`src/rtl/ppg_pkg.sv`:
```
package ppg_pkg;
    localparam int ADDR_W = 4;
    localparam int DATA_W = 16;
    localparam int GRP_W  = 4;

    localparam logic [ADDR_W-1:0] A_NEXT     = 4'h0;
    localparam logic [ADDR_W-1:0] A_OEN      = 4'h1;
    localparam logic [ADDR_W-1:0] A_TSEL     = 4'h2;
    localparam logic [ADDR_W-1:0] A_IEN      = 4'h3;
    localparam logic [ADDR_W-1:0] A_STAT     = 4'h4;
    localparam logic [ADDR_W-1:0] A_RUN      = 4'h5;
    localparam logic [ADDR_W-1:0] A_PER_BASE = 4'h8;

    typedef struct packed {
        logic              en;
        logic [ADDR_W-1:0] addr;
        logic [DATA_W-1:0] data;
    } wr_req_t;

    function automatic logic hit(wr_req_t w, logic [ADDR_W-1:0] a);
        return w.en && (w.addr == a);
    endfunction
endpackage

```
`src/rtl/ppg_timer.sv`:
```
module ppg_timer #(
    parameter int TW = 16
) (
    input  logic          clk,
    input  logic          rst,
    input  logic          run,
    input  logic [TW-1:0] period,
    output logic          match
);
    logic [TW-1:0] cnt;

    assign match = run && (cnt == period);

    always_ff @(posedge clk) begin
        if (rst)        cnt <= '0;
        else if (match) cnt <= '0;
        else if (run)   cnt <= cnt + 1'b1;
    end

    // a match always returns the counter to zero
    assert_clear_on_match_R1: assert property (@(posedge clk) disable iff (rst)
        match |=> (cnt == '0));

    // a stopped timer keeps its count
    assert_hold_stopped_R11: assert property (@(posedge clk) disable iff (rst)
        !run |=> $stable(cnt));
endmodule

```
`src/rtl/ppg_regs.sv`:
```
module ppg_regs import ppg_pkg::*; #(
    parameter int WIDTH = 8,
    parameter int TW    = 16,
    parameter int SEL_W = 2,
    parameter int NSRC  = 4,
    parameter int NGRP  = 2
) (
    input  logic                      clk,
    input  logic                      rst,
    input  wr_req_t                   wr,
    input  logic [NSRC-1:0]           match,
    output logic [WIDTH-1:0]          ndr,
    output logic [WIDTH-1:0]          oen,
    output logic [NGRP*SEL_W-1:0]     tsel,
    output logic [NSRC-1:0]           ien,
    output logic [NSRC-1:0]           run,
    output logic [NSRC-1:0]           flag,
    output logic [NSRC-1:0][TW-1:0]   per
);
    logic [NSRC-1:0] clr;

    assign clr = hit(wr, A_STAT) ? wr.data[NSRC-1:0] : '0;

    always_ff @(posedge clk) begin
        if (rst) begin
            ndr  <= '0;
            oen  <= '0;
            tsel <= '0;
            ien  <= '0;
            run  <= '0;
            flag <= '0;
        end else begin
            if (hit(wr, A_NEXT)) ndr  <= wr.data[WIDTH-1:0];
            if (hit(wr, A_OEN))  oen  <= wr.data[WIDTH-1:0];
            if (hit(wr, A_TSEL)) tsel <= wr.data[NGRP*SEL_W-1:0];
            if (hit(wr, A_IEN))  ien  <= wr.data[NSRC-1:0];
            if (hit(wr, A_RUN))  run  <= wr.data[NSRC-1:0];
            flag <= (flag & ~clr) | match;
        end
    end

    for (genvar k = 0; k < NSRC; k++) begin : g_per
        always_ff @(posedge clk) begin
            if (rst)                                   per[k] <= '0;
            else if (hit(wr, ADDR_W'(A_PER_BASE + k))) per[k] <= wr.data[TW-1:0];
        end
    end

    // every match leaves its flag set, even against a clear
    assert_flag_sticky_R8: assert property (@(posedge clk) disable iff (rst)
        (match != '0) |=> ((flag & $past(match)) == $past(match)));
endmodule

```
`src/rtl/ppg_outgrp.sv`:
```
module ppg_outgrp #(
    parameter int SEL_W = 2,
    parameter int NSRC  = 4,
    parameter int GW    = 4
) (
    input  logic             clk,
    input  logic             rst,
    input  logic [NSRC-1:0]  match,
    input  logic [SEL_W-1:0] sel,
    input  logic [GW-1:0]    nxt,
    input  logic [GW-1:0]    oe,
    output logic [GW-1:0]    pins
);
    logic [GW-1:0] odr;
    logic          load;

    assign load = match[sel];
    assign pins = odr & oe;

    always_ff @(posedge clk) begin
        if (rst)       odr <= '0;
        else if (load) odr <= nxt;
    end

    // a load takes next-data as it stood before the edge
    assert_load_old_next_R3: assert property (@(posedge clk) disable iff (rst)
        load |=> (odr == $past(nxt)));

    // without a selected match the output register holds
    assert_hold_between_R6: assert property (@(posedge clk) disable iff (rst)
        !load |=> $stable(odr));
endmodule

```
`src/rtl/pulse_pattern_gen.sv`:
```
module pulse_pattern_gen import ppg_pkg::*; #(
    parameter int WIDTH = 8,
    parameter int TW    = 16,
    parameter int SEL_W = 2
) (
    input  logic                    clk,
    input  logic                    rst,
    input  logic                    wr_en,
    input  logic [ADDR_W-1:0]       wr_addr,
    input  logic [DATA_W-1:0]       wr_data,
    output logic [WIDTH-1:0]        pulse_o,
    output logic [(1<<SEL_W)-1:0]   irq_o,
    output logic [(1<<SEL_W)-1:0]   req_o
);
    localparam int NSRC = 1 << SEL_W;
    localparam int NGRP = WIDTH / GRP_W;

    wr_req_t                  wr;
    logic [NSRC-1:0]          match, run, ien, flag, req_q;
    logic [NSRC-1:0][TW-1:0]  per;
    logic [WIDTH-1:0]         ndr, oen;
    logic [NGRP*SEL_W-1:0]    tsel;

    assign wr = '{en: wr_en, addr: wr_addr, data: wr_data};

    ppg_regs #(
        .WIDTH(WIDTH), .TW(TW), .SEL_W(SEL_W), .NSRC(NSRC), .NGRP(NGRP)
    ) regs_i (
        .clk(clk), .rst(rst), .wr(wr), .match(match),
        .ndr(ndr), .oen(oen), .tsel(tsel), .ien(ien),
        .run(run), .flag(flag), .per(per)
    );

    for (genvar k = 0; k < NSRC; k++) begin : g_tmr
        ppg_timer #(.TW(TW)) tmr_i (
            .clk(clk), .rst(rst), .run(run[k]),
            .period(per[k]), .match(match[k])
        );
    end

    for (genvar g = 0; g < NGRP; g++) begin : g_grp
        ppg_outgrp #(.SEL_W(SEL_W), .NSRC(NSRC), .GW(GRP_W)) grp_i (
            .clk(clk), .rst(rst), .match(match),
            .sel(tsel[g*SEL_W +: SEL_W]),
            .nxt(ndr[g*GRP_W +: GRP_W]),
            .oe(oen[g*GRP_W +: GRP_W]),
            .pins(pulse_o[g*GRP_W +: GRP_W])
        );
    end

    always_ff @(posedge clk) begin
        if (rst) req_q <= '0;
        else     req_q <= match & ien;
    end

    assign req_o = req_q;
    assign irq_o = flag & ien;

    // the strobe follows each enabled match by exactly one cycle
    assert_req_follows_match_R9: assert property (@(posedge clk) disable iff (rst)
        (|(match & ien)) |=> (req_o == $past(match & ien)));
endmodule

```
`config.mk`:
```
export PLATFORM = sky130hd
export DESIGN_NAME = pulse_pattern_gen
export DESIGN_NICKNAME = d
export VERILOG_FILES = /design/src/rtl/ppg_pkg.sv /design/src/rtl/ppg_timer.sv /design/src/rtl/ppg_regs.sv /design/src/rtl/ppg_outgrp.sv /design/src/rtl/pulse_pattern_gen.sv
export SDC_FILE = /design/constraint.sdc
export NUM_CORES = 1
export LEC_CHECK = 0
export BUFFER_PORTS_ARGS = -buffer_cell sky130_fd_sc_hd__buf_2
export CAP_MARGIN = 30
export CORE_ASPECT_RATIO = 0.6
export CORE_MARGIN = 8
export CORE_UTILIZATION = 46
export DETAILED_ROUTE_END_ITERATION = 10
export PLACE_DENSITY = 0.61
export SETUP_SLACK_MARGIN = 0.4
export SLEW_MARGIN = 20
export SYNTH_ARGS = -nofsm -noshare
export SYNTH_HDL_FRONTEND = slang
export SYNTH_SLANG_ARGS = --single-unit
```
`constraint.sdc`:
```
create_clock -name clk -period 2.3 [get_ports clk]
set_input_delay 0.115 -clock clk [delete_from_list [all_inputs] [get_ports clk]]
set_output_delay 0.115 -clock clk [all_outputs]
set_load 0.005 [all_outputs]
```
==> results.yml <==
run_status:
  status: "finished, final reports clean"
critical_path:
  r2r_end: "g_tmr[3].tmr_i.cnt[15]$_SDFFE_PP0P_"
  critPathKind: "reg2reg"
  critPathMaxFanout: 16
  r2r_start: "g_tmr[3].tmr_i.cnt[13]$_SDFFE_PP0P_"
  max_stage_delay_ns: 0.55
  cp_top_family: "simple AND/OR/NAND/NOR gates"
  crit_required_ns: 2.63
  rrSetupSlack_ns: 0.33
  path_cells: "xor2_1 -> nor4_1 -> nand2_1 -> or4b_4 -> nand2b_1 -> buf_6 -> nor2_1"
  arrival_ns: 2.30
  cp_slowest_cell: "or4b_4"
  cp_num_buf_inv: 1
  cp-end-kind: "flip-flop"
  cp-start-kind: "flip-flop"
  r2r_cells: 7
synthesis:
  netlist_instances: 892
  synth-edff-count: 0
  ys_seq_area_frac: 0.452
  syn_nets: 919
  yosysWarningCount: 0
  syn_area_per_cell_um2: 8.53
  synth.distinct_cells: 38
  ys_seq_elements: 172
  synthArstFlopShare: 0
  synth_ff_type: "dfxtp_1"
  synth.cell_area_um2: 7610
global_routing:
  grt_pass1_wl_um: 30900
  grt_usage: 0.190
  grt_use_met3: 0.0492
  grt_max_degree: 52
  gr-max-usage-layer: "met1"
  met2_usage: 0.265
  grt_overflow: 0
  antenna_found_initial: 0
  grt_pass1_vias: 5552
  use_met1: 0.281
clock_tree:
  cts_buffer_depth: 2
  cts.sinks: 172
  clk_latency_ns: 0.43
  cts_buffers: 17
  htree_levels: 4
  cts_tree: "done"
  cts.clk_slew.worst_paths_ns: 0.07
  cts_root_buffer: "clkbuf_16"
placed_design:
  dp.final_hpwl_um: 13800
  port_buffers: 38
  gp_congestion: 0.845
cells_and_area:
  seqCellArea_um2: 3460
  multi_input_area_um2: 4130
  fillers: 1536
  nets: 966
  n_antenna_cell: 0
  layout_common_cells: "dfxtp_1, nor2_1, nand2_1"
  areaGrowthSynthToFinish_pct: 16.7
  layout-drive-gt1-share: 0.154
  layout_commonest_cell: "dfxtp_1"
power_and_ir_drop:
  max-vdd-ir-drop_uv: 545
  power_leakage_nw: 3.41
  power_mw: 6.07
  powerDensity_nw_per_um2: 684
hold_path:
  holdPathEnd: "regs_i.per[61]$_SDFFE_PP0P_"
  hold_path.class: "in2reg"
  hp-start: "wr_data[13]"
  holdPathStages: 3
sta:
  hold_viol: 0
  min_period_ns: 1.97
  setup_viol: 0
  slew_headroom: 0.494
  skew_ns: 0.0150
  max_freq_mhz: 508
  maxSlewViolCount: 0
  tightest_slew_ns: 0.759
  tns_ns: 0
  period_share: 0.856
  rsz0062_at_grt: "true"
die:
  num_io_pins: 39
  die-area_um2: 21100
  start_util: 0.469
  rows: 36
  fp.dieW_um: 182
  die_h_um: 116
  core_um2: 16200
route:
  wirelength_um: 19800
  initialDrtViolationCount: 593
  drcViolationCount: 0
  first_pass_iters: 5
  via_count: 6093
  via_per_inst: 5.25
  wire_per_inst_um: 17.1
  ant_nets: 0
run:
  cap_violations: 0
==> worst max path at each step <==
stage	slack (ns)	startpoint	endpoint	cells past startpoint
final	0.33	g_tmr[3].tmr_i.cnt[13]$_SDFFE_PP0P_	g_tmr[3].tmr_i.cnt[15]$_SDFFE_PP0P_	7
after CTS	0.40	g_tmr[0].tmr_i.cnt[5]$_SDFFE_PP0P_	g_tmr[0].tmr_i.cnt[5]$_SDFFE_PP0P_	7
after global routing	0.19	g_tmr[3].tmr_i.cnt[2]$_SDFFE_PP0P_	g_tmr[3].tmr_i.cnt[9]$_SDFFE_PP0P_	7
after detailed placement	0.14	g_tmr[1].tmr_i.cnt[13]$_SDFFE_PP0P_	g_grp[1].grp_i.odr[0]$_SDFFE_PP0P_	7
after floorplan	0.46	g_tmr[0].tmr_i.cnt[5]$_SDFFE_PP0P_	g_tmr[0].tmr_i.cnt[10]$_SDFFE_PP0P_	8
after global placement	0.19	g_tmr[1].tmr_i.cnt[13]$_SDFFE_PP0P_	g_grp[1].grp_i.odr[2]$_SDFFE_PP0P_	7
==> synth_stat cells, types with 2 or more instances <==
master	n	share of area
nand3b_1	3	0.0030
clkbuf_1	26	0.013
buf_2	5	0.0033
and3_1	15	0.012
nor2_1	144	0.071
nand2b_1	14	0.012
nor4_1	8	0.0066
and4_1	4	0.0046
o21ai_0	8	0.0053
buf_6	3	0.0044
buf_1	4	0.0020
buf_12	2	0.0053
and2_1	14	0.012
mux2i_1	40	0.053
xor2_1	54	0.062
xnor2_1	71	0.082
a21oi_1	68	0.045
a32oi_1	3	0.0035
a32o_1	2	0.0026
ha_1	4	0.0066
nor4b_1	4	0.0046
or4_1	2	0.0020
nand2_1	139	0.069
dfxtp_1	172	0.45
nor3b_1	6	0.0059
nand4b_1	2	0.0023
nand4_1	24	0.020
nor3_1	8	0.0053
nand3_1	28	0.018
inv_1	7	0.0035
==> final cells by class <==
| type | instances | area share |
|---|---|---|
| inverters | 7 | 0.00296 |
| repair buffers | 69 | 0.0502 |
| well taps | 209 | 0.0294 |
| clock buffers | 19 | 0.0487 |
| clock inverters | 13 | 0.0134 |
| multi-input cells | 672 | 0.465 |
| flip-flops and latches | 172 | 0.390 |
==> through the flow <==
step / setup WS, ns / cells / area, µm² / hold slack [ns] / util
finish: 0.332 / 1161 / 8880 / 0.0197 / 0.548
detailed placement: 0.139 / 1122 / 8030 / 0.445 / 0.495
global route: 0.194 / 1161 / 8880 / 0.0109 / 0.548
CTS: 0.401 / 1160 / 8670 / 0.00401 / 0.535
floorplan: 0.456 / 892 / 7610 / 0.251 / -
global placement: 0.194 / 1122 / 8030 / 0.441 / 0.495
==> cell families (layout without fill, tap and decap cells) <==
group	count (synthesis)	count (layout)	synth area share
XOR/XNOR	125	125	0.144
AO/OA/AOI/OAI	81	81	0.0561
buffers and inverters	48	108	0.0322
adder cells (fa/ha/maj)	4	4	0.00657
flip-flops	172	172	0.452
multiplexers	40	40	0.0526
AND/OR/NAND/NOR	422	422	0.256
==> tightest hold or removal path: stages <==
cell and delay (ns):
buf_2 0.16, nand2_1 0.07, a21oi_1 0.05
==> flip-flops by register name (all words and copies together) (netlist names), 8 cells and up <==
signal and flops:
g_grp.grp_i.odr 8, g_tmr.tmr_i.cnt 64, regs_i.ndr 8, regs_i.oen 8, regs_i.per 64
==> where the power goes <==
group	switching [mW]	total, mW	internal, mW	leakage, nW
combinational	0.195	0.300	0.105	1.75
sequential	0.0191	3.02	3.00	1.39
clock	1.26	2.76	1.50	0.260
total	1.47	6.07	4.60	3.41
==> timing repair <==
action,CTS,global route
endpoints found under the setup margin,57,74
resized for setup,9,46
hold buffers,2,0
endpoints found under the hold margin,3,0
pin swaps,2,6
setup buffers,2,1
gates cloned,2,0
==> layer usage <==
layer / routed length [µm] / vias up
met3: 1310 / 17
met5: 0 / -
met4: 189 / 0
met1: 10400 / 2877
li1: - / 3053
met2: 7930 / 146
(Power assumes the default switching activity.)
